==> src/rtl/spi_regfront_pkg.sv <==
package spi_regfront_pkg;

    localparam logic [5:0] OFS_CTRL    = 6'h00;
    localparam logic [5:0] OFS_CLK     = 6'h04;
    localparam logic [5:0] OFS_TXFMT   = 6'h08;
    localparam logic [5:0] OFS_RXFMT   = 6'h0C;
    localparam logic [5:0] OFS_FRAME   = 6'h10;
    localparam logic [5:0] OFS_STATUS  = 6'h14;
    localparam logic [5:0] OFS_IRQEN   = 6'h18;
    localparam logic [5:0] OFS_IRQFLAG = 6'h1C;
    localparam logic [5:0] OFS_FIFOCTL = 6'h20;
    localparam logic [5:0] OFS_DATA    = 6'h24;

    localparam int NUM_FLAGS = 3;

    // Flag vector order: [2] transmit done, [1] receive done, [0] overrun
    typedef struct packed {
        logic        enable;
        logic [7:0]  clk_div;
        logic [2:0]  clk_mode;
        logic [13:0] tx_fmt;
        logic [7:0]  rx_fmt;
        logic [1:0]  frame_mode;
        logic [2:0]  irq_en;
        logic [3:0]  tx_thr;
        logic [3:0]  rx_thr;
    } cfg_regs_t;

    function automatic logic [2:0] flags_from_word(input logic [31:0] w);
        return {w[4], w[3], w[0]};
    endfunction

    function automatic logic [31:0] flags_to_word(input logic [2:0] f);
        logic [31:0] w;
        w    = '0;
        w[4] = f[2];
        w[3] = f[1];
        w[0] = f[0];
        return w;
    endfunction

endpackage

==> src/rtl/spi_regfront_fifo.sv <==
module spi_regfront_fifo #(
    parameter int WIDTH = 32,
    parameter int DEPTH = 8
) (
    input  logic                           clk,
    input  logic                           rst_n,
    input  logic                           push,
    input  logic [WIDTH-1:0]               push_data,
    input  logic                           pop,
    input  logic                           flush,
    output logic [WIDTH-1:0]               head,
    output logic                           full,
    output logic                           empty,
    output logic [$clog2(DEPTH+1)-1:0]     level
);
    localparam int PTR_W = (DEPTH > 1) ? $clog2(DEPTH) : 1;
    localparam int CNT_W = $clog2(DEPTH + 1);
    localparam logic [PTR_W-1:0] LAST = PTR_W'(DEPTH - 1);

    typedef struct packed {
        logic [PTR_W-1:0] wr_ptr;
        logic [PTR_W-1:0] rd_ptr;
        logic [CNT_W-1:0] count;
    } fifo_state_t;

    fifo_state_t st_d, st_q;
    logic [WIDTH-1:0] mem_q [DEPTH];
    logic do_push, do_pop;

    assign full  = (st_q.count == CNT_W'(DEPTH));
    assign empty = (st_q.count == '0);
    assign level = st_q.count;
    assign head  = mem_q[st_q.rd_ptr];

    always_comb begin
        st_d    = st_q;
        do_push = push && !full && !flush;
        do_pop  = pop && !empty && !flush;
        if (flush) begin
            st_d = '0;
        end else begin
            if (do_push) begin
                st_d.wr_ptr = (st_q.wr_ptr == LAST) ? '0 : st_q.wr_ptr + 1'b1;
            end
            if (do_pop) begin
                st_d.rd_ptr = (st_q.rd_ptr == LAST) ? '0 : st_q.rd_ptr + 1'b1;
            end
            case ({do_push, do_pop})
                2'b10:   st_d.count = st_q.count + 1'b1;
                2'b01:   st_d.count = st_q.count - 1'b1;
                default: st_d.count = st_q.count;
            endcase
        end
    end

    always_ff @(posedge clk or negedge rst_n) begin
        if (!rst_n) st_q <= '0;
        else        st_q <= st_d;
    end

    always_ff @(posedge clk) begin
        if (do_push) mem_q[st_q.wr_ptr] <= push_data;
    end

    assert_level_bound_R5: assert property (@(posedge clk) disable iff (!rst_n)
        st_q.count <= CNT_W'(DEPTH));

    assert_full_push_ignored_R5: assert property (@(posedge clk) disable iff (!rst_n)
        (full && push && !pop && !flush) |=> (full && $stable(level)));

    assert_flush_empties_R8: assert property (@(posedge clk) disable iff (!rst_n)
        flush |=> empty);

endmodule

==> src/rtl/spi_regfront_irq.sv <==
module spi_regfront_irq #(
    parameter int NF = 3
) (
    input  logic          clk,
    input  logic          rst_n,
    input  logic [NF-1:0] set,
    input  logic [NF-1:0] clr,
    input  logic [NF-1:0] en,
    output logic [NF-1:0] flags,
    output logic          irq
);
    typedef struct packed {
        logic [NF-1:0] flags;
    } irq_state_t;

    irq_state_t st_d, st_q;

    always_comb begin
        st_d       = st_q;
        st_d.flags = (st_q.flags & ~clr) | set;
    end

    always_ff @(posedge clk or negedge rst_n) begin
        if (!rst_n) st_q <= '0;
        else        st_q <= st_d;
    end

    assign flags = st_q.flags;
    assign irq   = |(st_q.flags & en);

    assert_set_wins_R10: assert property (@(posedge clk) disable iff (!rst_n)
        (set != '0) |=> ((flags & $past(set)) == $past(set)));

    assert_clear_takes_R10: assert property (@(posedge clk) disable iff (!rst_n)
        (clr != '0) |=> ((flags & $past(clr) & ~$past(set)) == '0));

endmodule

==> src/rtl/spi_regfront.sv <==
module spi_regfront
    import spi_regfront_pkg::*;
#(
    parameter int DATA_W     = 32,
    parameter int FIFO_DEPTH = 8,
    parameter int ADDR_W     = 6
) (
    input  logic              clk,
    input  logic              rst_n,
    input  logic              bus_sel,
    input  logic              bus_wr,
    input  logic [ADDR_W-1:0] bus_addr,
    input  logic [31:0]       bus_wdata,
    output logic [31:0]       bus_rdata,
    input  logic              eng_busy,
    output logic              eng_tx_valid,
    output logic [DATA_W-1:0] eng_tx_data,
    input  logic              eng_tx_pop,
    input  logic              eng_rx_push,
    input  logic [DATA_W-1:0] eng_rx_data,
    input  logic              eng_tx_done,
    input  logic              eng_rx_done,
    output logic              cfg_enable,
    output logic [7:0]        cfg_clk_div,
    output logic [2:0]        cfg_clk_mode,
    output logic [1:0]        cfg_frame_mode,
    output logic [13:0]       cfg_tx_fmt,
    output logic [7:0]        cfg_rx_fmt,
    output logic [3:0]        cfg_tx_thresh,
    output logic [3:0]        cfg_rx_thresh,
    output logic              irq
);
    localparam int CNT_W = $clog2(FIFO_DEPTH + 1);
    localparam int RD_W  = (DATA_W < 32) ? DATA_W : 32;

    cfg_regs_t regs_d, regs_q;

    logic acc_wr, acc_rd;
    logic hit_data, hit_fifoctl, hit_irqflag;
    logic tx_push, tx_flush, rx_pop, rx_flush;
    logic tx_full, tx_empty, rx_full, rx_empty;
    logic [DATA_W-1:0] rx_head;
    logic [CNT_W-1:0]  tx_level, rx_level;
    logic [NUM_FLAGS-1:0] flag_set, flag_clr, flag_vec;

    assign acc_wr      = bus_sel && bus_wr;
    assign acc_rd      = bus_sel && !bus_wr;
    assign hit_data    = (bus_addr == ADDR_W'(OFS_DATA));
    assign hit_fifoctl = (bus_addr == ADDR_W'(OFS_FIFOCTL));
    assign hit_irqflag = (bus_addr == ADDR_W'(OFS_IRQFLAG));

    assign tx_push  = acc_wr && hit_data;
    assign rx_pop   = acc_rd && hit_data;
    assign tx_flush = acc_wr && hit_fifoctl && bus_wdata[12];
    assign rx_flush = acc_wr && hit_fifoctl && bus_wdata[4];

    assign flag_set = {eng_tx_done, eng_rx_done, eng_rx_push && rx_full};
    assign flag_clr = (acc_wr && hit_irqflag) ? flags_from_word(bus_wdata) : '0;

    // Register update: configuration words are locked while enabled
    always_comb begin
        regs_d = regs_q;
        if (acc_wr) begin
            case (bus_addr)
                ADDR_W'(OFS_CTRL): regs_d.enable = bus_wdata[0];
                ADDR_W'(OFS_CLK): begin
                    if (!regs_q.enable) begin
                        regs_d.clk_div  = bus_wdata[7:0];
                        regs_d.clk_mode = bus_wdata[14:12];
                    end
                end
                ADDR_W'(OFS_TXFMT): begin
                    if (!regs_q.enable) regs_d.tx_fmt = bus_wdata[13:0];
                end
                ADDR_W'(OFS_RXFMT): begin
                    if (!regs_q.enable) regs_d.rx_fmt = bus_wdata[7:0];
                end
                ADDR_W'(OFS_FRAME): begin
                    if (!regs_q.enable) regs_d.frame_mode = bus_wdata[15:14];
                end
                ADDR_W'(OFS_IRQEN): regs_d.irq_en = flags_from_word(bus_wdata);
                ADDR_W'(OFS_FIFOCTL): begin
                    regs_d.tx_thr = bus_wdata[11:8];
                    regs_d.rx_thr = bus_wdata[3:0];
                end
                default: ;
            endcase
        end
    end

    always_ff @(posedge clk or negedge rst_n) begin
        if (!rst_n) regs_q <= '0;
        else        regs_q <= regs_d;
    end

    // Read multiplexer, valid in the access cycle
    always_comb begin
        bus_rdata = '0;
        case (bus_addr)
            ADDR_W'(OFS_CTRL):    bus_rdata[0] = regs_q.enable;
            ADDR_W'(OFS_CLK): begin
                bus_rdata[7:0]   = regs_q.clk_div;
                bus_rdata[14:12] = regs_q.clk_mode;
            end
            ADDR_W'(OFS_TXFMT):   bus_rdata[13:0] = regs_q.tx_fmt;
            ADDR_W'(OFS_RXFMT):   bus_rdata[7:0]  = regs_q.rx_fmt;
            ADDR_W'(OFS_FRAME):   bus_rdata[15:14] = regs_q.frame_mode;
            ADDR_W'(OFS_STATUS): begin
                bus_rdata[7] = eng_busy;
                bus_rdata[5] = !tx_full;
                bus_rdata[0] = !rx_empty;
            end
            ADDR_W'(OFS_IRQEN):   bus_rdata = flags_to_word(regs_q.irq_en);
            ADDR_W'(OFS_IRQFLAG): bus_rdata = flags_to_word(flag_vec);
            ADDR_W'(OFS_FIFOCTL): begin
                bus_rdata[11:8] = regs_q.tx_thr;
                bus_rdata[3:0]  = regs_q.rx_thr;
            end
            ADDR_W'(OFS_DATA): begin
                if (!rx_empty) bus_rdata[RD_W-1:0] = rx_head[RD_W-1:0];
            end
            default: ;
        endcase
    end

    spi_regfront_fifo #(.WIDTH(DATA_W), .DEPTH(FIFO_DEPTH)) u_tx_fifo (
        .clk       (clk),
        .rst_n     (rst_n),
        .push      (tx_push),
        .push_data (bus_wdata[DATA_W-1:0]),
        .pop       (eng_tx_pop),
        .flush     (tx_flush),
        .head      (eng_tx_data),
        .full      (tx_full),
        .empty     (tx_empty),
        .level     (tx_level)
    );

    spi_regfront_fifo #(.WIDTH(DATA_W), .DEPTH(FIFO_DEPTH)) u_rx_fifo (
        .clk       (clk),
        .rst_n     (rst_n),
        .push      (eng_rx_push),
        .push_data (eng_rx_data),
        .pop       (rx_pop),
        .flush     (rx_flush),
        .head      (rx_head),
        .full      (rx_full),
        .empty     (rx_empty),
        .level     (rx_level)
    );

    spi_regfront_irq #(.NF(NUM_FLAGS)) u_irq (
        .clk   (clk),
        .rst_n (rst_n),
        .set   (flag_set),
        .clr   (flag_clr),
        .en    (regs_q.irq_en),
        .flags (flag_vec),
        .irq   (irq)
    );

    assign eng_tx_valid   = !tx_empty;
    assign cfg_enable     = regs_q.enable;
    assign cfg_clk_div    = regs_q.clk_div;
    assign cfg_clk_mode   = regs_q.clk_mode;
    assign cfg_frame_mode = regs_q.frame_mode;
    assign cfg_tx_fmt     = regs_q.tx_fmt;
    assign cfg_rx_fmt     = regs_q.rx_fmt;
    assign cfg_tx_thresh  = regs_q.tx_thr;
    assign cfg_rx_thresh  = regs_q.rx_thr;

    assert_cfg_locked_R3: assert property (@(posedge clk) disable iff (!rst_n)
        (acc_wr && cfg_enable && (bus_addr == ADDR_W'(OFS_CLK)))
        |=> ($stable(cfg_clk_div) && $stable(cfg_clk_mode)));

    assert_empty_read_zero_R6: assert property (@(posedge clk) disable iff (!rst_n)
        (rx_pop && rx_empty) |-> (bus_rdata == '0));

    assert_overrun_flag_R7: assert property (@(posedge clk) disable iff (!rst_n)
        (eng_rx_push && rx_full) |=> flag_vec[0]);

    assert_tx_push_counts_R4: assert property (@(posedge clk) disable iff (!rst_n)
        (tx_push && !tx_full && !eng_tx_pop && !tx_flush) |=> (tx_level == $past(tx_level) + 1'b1));

endmodule

==> config.mk <==
export PLATFORM = sky130hd
export DESIGN_NAME = spi_regfront
export DESIGN_NICKNAME = d
export VERILOG_FILES = /design/src/rtl/spi_regfront_pkg.sv /design/src/rtl/spi_regfront_fifo.sv /design/src/rtl/spi_regfront_irq.sv /design/src/rtl/spi_regfront.sv
export SDC_FILE = /design/constraint.sdc
export NUM_CORES = 1
export LEC_CHECK = 0
export BUFFER_PORTS_ARGS = -buffer_cell sky130_fd_sc_hd__buf_2
export CAP_MARGIN = 30
export CORE_MARGIN = 5
export CORE_UTILIZATION = 50
export DETAILED_ROUTE_END_ITERATION = 10
export PLACE_DENSITY_LB_ADDON = 0.2
export SLEW_MARGIN = 20
export SYNTH_ARGS = -nofsm -noshare
export SYNTH_HDL_FRONTEND = slang
export SYNTH_SLANG_ARGS = --single-unit
==> constraint.sdc <==
create_clock -name clk -period 4.5 [get_ports clk]
set_input_delay 0.9 -clock clk [delete_from_list [all_inputs] [get_ports clk]]
set_output_delay 0.9 -clock clk [all_outputs]
set_load 0.03 [all_outputs]
* Word level (Yosys, flattened, before mapping)
Memories as Yosys holds them, arrays and structs flattened. Index checks and enable logic that the tools add are counted.
Storage, ports and cells: flip-flop bits (word level) 70, bits in writable memories 512, input port bits 79, output and inout bits 110, logic and storage cells 120, memories kept 2
Memories:
- u_rx_fifo.mem_q | words 8, bits a word 32, rd ports 1, clocked after memory_dff 0, wr ports 1, line spi_regfront_fifo.sv:27 | logic [WIDTH-1:0] mem_q [DEPTH];
- u_tx_fifo.mem_q | words 8, bits a word 32, rd ports 1, clocked after memory_dff 0, wr ports 1, line spi_regfront_fifo.sv:27
Cells by class: add/subtract/negate cells 8, equal/unequal tests 19, muxes and demuxes 29, bitwise gates (word level) 5, reduce and logical (&&, ||, !) cells 41
Operators with widths (count):
- two-way mux 32 bit | 1
- two-way mux 3 bit | 9
- equality test 6 x 5 -> 1 bit, second input constant | 4
- one-hot mux 3 bit (7 select lines) | 1
- two-way mux 10 bit | 2
- logical AND 1 bit | 17
- two-way mux 16 bit | 1
- one-hot mux 4 bit (2 select lines) | 2
- adder 3 x 1 -> 3 bit, second input constant | 4
- equality test 3 bit, second input constant | 4
- equality test 6 x 4 -> 1 bit, second input constant | 2
- equality test 6 bit, second input constant | 2
- one-hot mux 4 bit (3 select lines) | 1
- AND reduction 3 bit | 4
- one-hot mux 1 bit (5 select lines) | 2
- one-hot mux 1 bit (9 select lines) | 1
- adder 4 x 1 -> 4 bit, second input constant | 2
- equality test 4 bit, second input constant | 2
- logical NOT 4 bit | 2
- nonzero test 2 bit | 4
- subtractor 4 x 1 -> 4 bit, second input constant | 2
- logical NOT 1 bit | 7
- bitwise AND 3 bit | 2
- equality test 6 x 3 -> 1 bit, second input constant | 1
- 15 further kinds | 23

* Depth between registers and ports, before layout
word-level depth 8, depth in mapped cells 12, gate-level depth less buffers 9

* By module
A second synthesis with hierarchy kept.
Second synthesis, totals: cell total of the unflattened synthesis 1176, area total of the unflattened synthesis 23780.3 µm²
Modules (own cells, without submodules):
- spi_regfront_fifo (u_tx_fifo) | times used 1, cells each 455, area each 10364.9 µm², sequential area each 7937.6 µm²
- spi_regfront_fifo (u_rx_fifo) | times used 1, cells each 456, area each 10358.7 µm², sequential area each 7937.6 µm²
- spi_regfront | times used 1, cells each 254, area each 2934.1 µm², sequential area each 1176.1 µm²
- spi_regfront_irq | times used 1, cells each 11, area each 122.6 µm², sequential area each 75.1 µm²

* Worst setup path before layout
OpenSTA, ideal clock, no wires.
kind in2reg, from input port bus_addr[4], to memory u_tx_fifo.mem_q[0][0] (enable), library setup time 461 ps, arrival 4515 ps, setup slack -476 ps, stages 6, buffers on the path 2, cells stage by stage or4b_1 > buf_6 > nor4_2 > buf_2 > nand2b_1 > nor3_1
Between the ends: word-level cells in the longest chain between the ends 7, elaborated cells between the ends (all ways) 10, classes of those cells 2 x eq/ne; 2 x mux; 6 x reduce/logical
Ends and longest elaborated chain:
- start, declared | line spi_regfront.sv:12 | input logic [ADDR_W-1:0] bus_addr,
- equality test 6 bit | line spi_regfront.sv:49 | assign hit_fifoctl = (bus_addr == ADDR_W'(OFS_FIFOCTL));
- logical AND 1 bit (2 in series) | line spi_regfront.sv:54 | assign tx_flush = acc_wr && hit_fifoctl && bus_wdata[12];
- logical NOT 1 bit | line spi_regfront_fifo.sv:37 | do_push = push && !full && !flush;
- logical AND 1 bit (*) | line spi_regfront_fifo.sv:37
- two-way mux 1 bit (*) | line spi_regfront_fifo.sv:62 | if (do_push) mem_q[st_q.wr_ptr] <= push_data;
- two-way mux 1 bit (not written as such) (*) | line spi_regfront_fifo.sv:62
- end, declared | line spi_regfront_fifo.sv:27
Every way passes the cells marked *; elsewhere a longest branch is shown, timed or not.

* Final worst setup path
from input port bus_addr[4], to output port bus_rdata[4]
Between the ends: word-level cells in the longest chain between the ends 2, elaborated cells between the ends (all ways) 7, classes of those cells 6 x eq/ne; 1 x mux
Ends and longest elaborated chain:
- equality test 6 bit (tied with other cells) | line spi_regfront.sv:99 | case (bus_addr)
- one-hot mux 1 bit (6 select lines) (*) | line spi_regfront.sv:99
- end, declared | line spi_regfront.sv:14 | output logic [31:0] bus_rdata,
Marks and branches as above.

==> flow_metrics.env <==
export IMPL_viasPerCell=5.73
export IMPL_end_kind="output port"
export IMPL_drt_initial_drc_count=883
export IMPL_cts_sinks=582
export IMPL_post_synth_top_flop="sky130_fd_sc_hd__edfxtp_1"
export IMPL_min_period_ps=3980
export IMPL_post_dp_cell_area_um2=25000
export IMPL_ys_async_sr_fraction_pct=12.0
export IMPL_power_combinational_fraction_pct=20.7
export IMPL_io_pins=189
export IMPL_synth_register_bits=582
export IMPL_max_freq_ghz=0.251
export IMPL_critical_path_reg2reg_startpoint="u_tx_fifo.level[1]"
export IMPL_syn_mean_instance_area_um2=19.9
export IMPL_synth_edff_count=512
export IMPL_gp_congestion=0.834
export IMPL_clock_tree_htree_level_count=2
export IMPL_synthesized_net_count=1260
export IMPL_syn_cell_area_um2=23300
export IMPL_grt_busiest_layer="met2"
export IMPL_power_static_leakage_nw=9.22
export IMPL_final_area_um2=26900
export IMPL_max_slew_margin_rel_pct=39.9
export IMPL_post_synth_main_area_contributors="sky130_fd_sc_hd__edfxtp_1 (66%), sky130_fd_sc_hd__mux4_2 (12%), sky130_fd_sc_hd__dfrtp_1 (7.5%)"
export IMPL_cts_resized=0
export IMPL_power_share_switching_pct=27.4
export IMPL_yosys_warnings=0
export IMPL_fin_clk_skew_ps=33.6
export IMPL_r2r_end="u_tx_fifo.level[3]"
export IMPL_rr_worst_depth=9
export IMPL_worst_setup_timing_slack_at_the_placement_stage_ps=534
export IMPL_number_of_cells_after_detailed_placement=1912
export IMPL_dp_hpwl_um=32100
export IMPL_initial_core_util_pct=50.3
export IMPL_detail_route_wirelength_um=50800
export IMPL_critical_path_startpoint_type="input port"
export IMPL_total_switching_power_mw=3.92
export IMPL_grt_setup_unrepaired="false"
export IMPL_synth_top_area_share_pct=66.1
export IMPL_clock_transition_at_the_registers_of_the_reported_paths_ps=60
export IMPL_tritoncts_num_buffers=57
export IMPL_core_area_um2=46300
export IMPL_setup_total_negative_slack_ps=0
export IMPL_route_vias_total=11600
export IMPL_synth_cells_most_frequent="sky130_fd_sc_hd__edfxtp_1 (512), sky130_fd_sc_hd__mux4_2 (128), sky130_fd_sc_hd__mux2_2 (73), sky130_fd_sc_hd__dfrtp_1 (70), sky130_fd_sc_hd__nand2_1 (50)"
export IMPL_fillCellCount=3537
export IMPL_maxCapViolCount=0
export IMPL_drive_gt1_share_pct=38.5
export IMPL_wl_per_cell_um=25.1
export IMPL_portBuffers=188
export IMPL_post_route_antenna_net_violation_count=0
export IMPL_die_x_um=226
export IMPL_critical_path_type="in2out"
export IMPL_grt_use_total_pct=20.0
export IMPL_area_delta_synth_final_pct=15.5
export IMPL_finalWorstSetupSlack_ps=519
export IMPL_drc=0
export IMPL_overflow=0
export IMPL_finalHoldViolCount=0
export IMPL_globalRouteMet3Util_pct=4.25
export IMPL_setup_violations_final=0
export IMPL_cell_with_the_most_instances_after_synthesis="sky130_fd_sc_hd__edfxtp_1"
export IMPL_synth_sequential_area_ratio_pct=73.6
export IMPL_rows=79
export IMPL_syn_inst=1168
export IMPL_cts_root_buf="sky130_fd_sc_hd__clkbuf_16"
export IMPL_gr_usage_met2_pct=34.1
export IMPL_ir_drop_mv=0.440
export IMPL_die_area_um2=50900
export IMPL_die_y_um=226
export IMPL_number_of_buffers_inserted_by_post_cts_setup_repair=0
export IMPL_maxSlewViolCount=0
export IMPL_grt_first_pass_wirelength_um=76500
export IMPL_post_synth_num_cell_types=58
export IMPL_antenna_violations_before_repair=7
export IMPL_clock_tree_from_tritoncts="yes"
export IMPL_worstMarginPinSlew_ps=890
export IMPL_finish_net_count=1457
export IMPL_timing_final_crit_share_pct=88.5
export IMPL_power_per_cell_area_nw_per_um2=533
export IMPL_p_clk_share_pct=32.6
export IMPL_p_int_mw=10.4
export IMPL_first_pass_iters=5
export IMPL_post_layout_nonfiller_instances=2022
export IMPL_worst_ep_arrival_time_ps=3080
export IMPL_min_delay_path_class="in2async"
export IMPL_via_count_of_the_first_global_routing_pass=12100
export IMPL_timing_critical_path_required_ps=3600
export IMPL_rrSetupSlack_ps=1330
export IMPL_outcome="finished, final reports clean"
export IMPL_postCtsHoldBufs=0
export IMPL_grt_util_met1_pct=26.6
export IMPL_clock_latency_ps=610
export IMPL_clockBufferDepth=3
export IMPL_grt_max_degree=55
export IMPL_yosys_area_top_type="sky130_fd_sc_hd__edfxtp_1"
export IMPL_seq_power_share_pct=46.7
export IMPL_timing_critical_path_fanout_max=10
-- worst max-delay path by stage --
stage / from / endpoint / slack [ps] / cells past startpoint
2_1_floorplan: bus_addr[2] / u_rx_fifo.mem_q[1][0] / 140 / 6
3_3_place_gp: bus_addr[4] / bus_rdata[4] / 620 / 7
3_5_place_dp: bus_addr[4] / bus_rdata[3] / 530 / 7
4_1_cts: bus_addr[4] / bus_rdata[4] / 530 / 7
5_1_grt: bus_addr[4] / bus_rdata[3] / 410 / 7
6_report: bus_addr[4] / bus_rdata[4] / 520 / 7
-- registers in the layout (all words and copies together), names as in the netlist --
| name | cells |
|---|---|
| cfg_rx_fmt | 8 |
| cfg_rx_thresh | 4 |
| u_rx_fifo.mem_q | 256 |
| cfg_clk_mode | 3 |
| cfg_enable | 1 |
| u_tx_fifo.st_q | 6 |
| cfg_frame_mode | 2 |
| u_tx_fifo.level | 4 |
| u_rx_fifo.st_q | 6 |
| u_rx_fifo.level | 4 |
| cfg_tx_thresh | 4 |
| cfg_clk_div | 8 |
| u_irq.flags | 3 |
| cfg_tx_fmt | 14 |
| u_tx_fifo.mem_q | 256 |
| regs_q | 3 |
-- cell type report --
cell class / instances / area [um2] / share of cell area [%]
sequential: 582 / 17100 / 63.8
antenna: 5 / 12.5 / 0.0466
clock buffer: 69 / 1490 / 5.56
tap: 607 / 759 / 2.83
multi-input combinational: 483 / 5700 / 21.2
clock inverter: 35 / 347 / 1.29
timing repair buffer: 232 / 1370 / 5.09
inverter: 9 / 33.8 / 0.126
-- critical path, cell delays in order --
cell	delay, ps
sky130_fd_sc_hd__buf_2	160
sky130_fd_sc_hd__or4_1	760
sky130_fd_sc_hd__nor2_1	360
sky130_fd_sc_hd__buf_4	240
sky130_fd_sc_hd__a222oi_1	130
sky130_fd_sc_hd__o211ai_1	250
sky130_fd_sc_hd__buf_2	280
-- power by group through the flow --
| stage | clock network (mW) | logic (mW) | registers (mW) |
|---|---|---|---|
| 2_1_floorplan | 0 | 2.31 | 6.57 |
| 3_3_place_gp | 0 | 2.95 | 6.81 |
| 3_5_place_dp | 0 | 3.01 | 6.81 |
| 4_1_cts | 4.77 | 3.02 | 6.70 |
| 5_1_grt | 5.03 | 3.19 | 6.75 |
| 6_report | 4.67 | 2.96 | 6.68 |
-- stage by stage --
step | hold WS [ps] | util (%) | power [mW]
final | 159 | 58.1 | 14.3
after detailed placement | 507 | 54.0 | 9.82
after global placement | 507 | 53.9 | 9.76
after floorplan | 470 | - | 8.88
after CTS | 437 | 58.0 | 14.5
after global routing | 141 | 58.0 | 15.0
-- placed cells by master (no fill, tap or decap), types with 18 or more instances in the layout --
| cell type | n |
|---|---|
| sky130_fd_sc_hd__buf_4 | 37 |
| sky130_fd_sc_hd__o21ai_0 | 18 |
| sky130_fd_sc_hd__mux2i_1 | 31 |
| sky130_fd_sc_hd__a22oi_1 | 19 |
| sky130_fd_sc_hd__mux2_2 | 73 |
| sky130_fd_sc_hd__dfrtp_1 | 64 |
| sky130_fd_sc_hd__clkbuf_16 | 58 |
| sky130_fd_sc_hd__nor2_1 | 34 |
| sky130_fd_sc_hd__buf_2 | 188 |
| sky130_fd_sc_hd__edfxtp_1 | 512 |
| sky130_fd_sc_hd__nand2_1 | 50 |
| sky130_fd_sc_hd__mux4_2 | 128 |
-- layer usage --
metal  share of wire [%]  wire [um]  vias up
li1                    -          -     5106
met3                 6.0       3060       74
met4                 2.3       1160        4
met1                  40      20500     6081
met2                  51      26100      311
met5               0.051         26        -
-- kinds of logic (layout without fill, tap and decap cells) --
group | count (synthesis) | in the layout | synth area share (%)
adders and majority gates | 13 | 13 | 0.732
AOI/OAI and AO/OA | 72 | 72 | 2.15
and+or+nand+nor | 160 | 160 | 3.49
xor gates and xnor gates | 4 | 4 | 0.151
DFF | 582 | 582 | 73.6
buffers and inverters | 103 | 345 | 2.45
other | 0 | 5 | 0
muxes | 234 | 234 | 17.4
(Power assumes the default switching activity.)
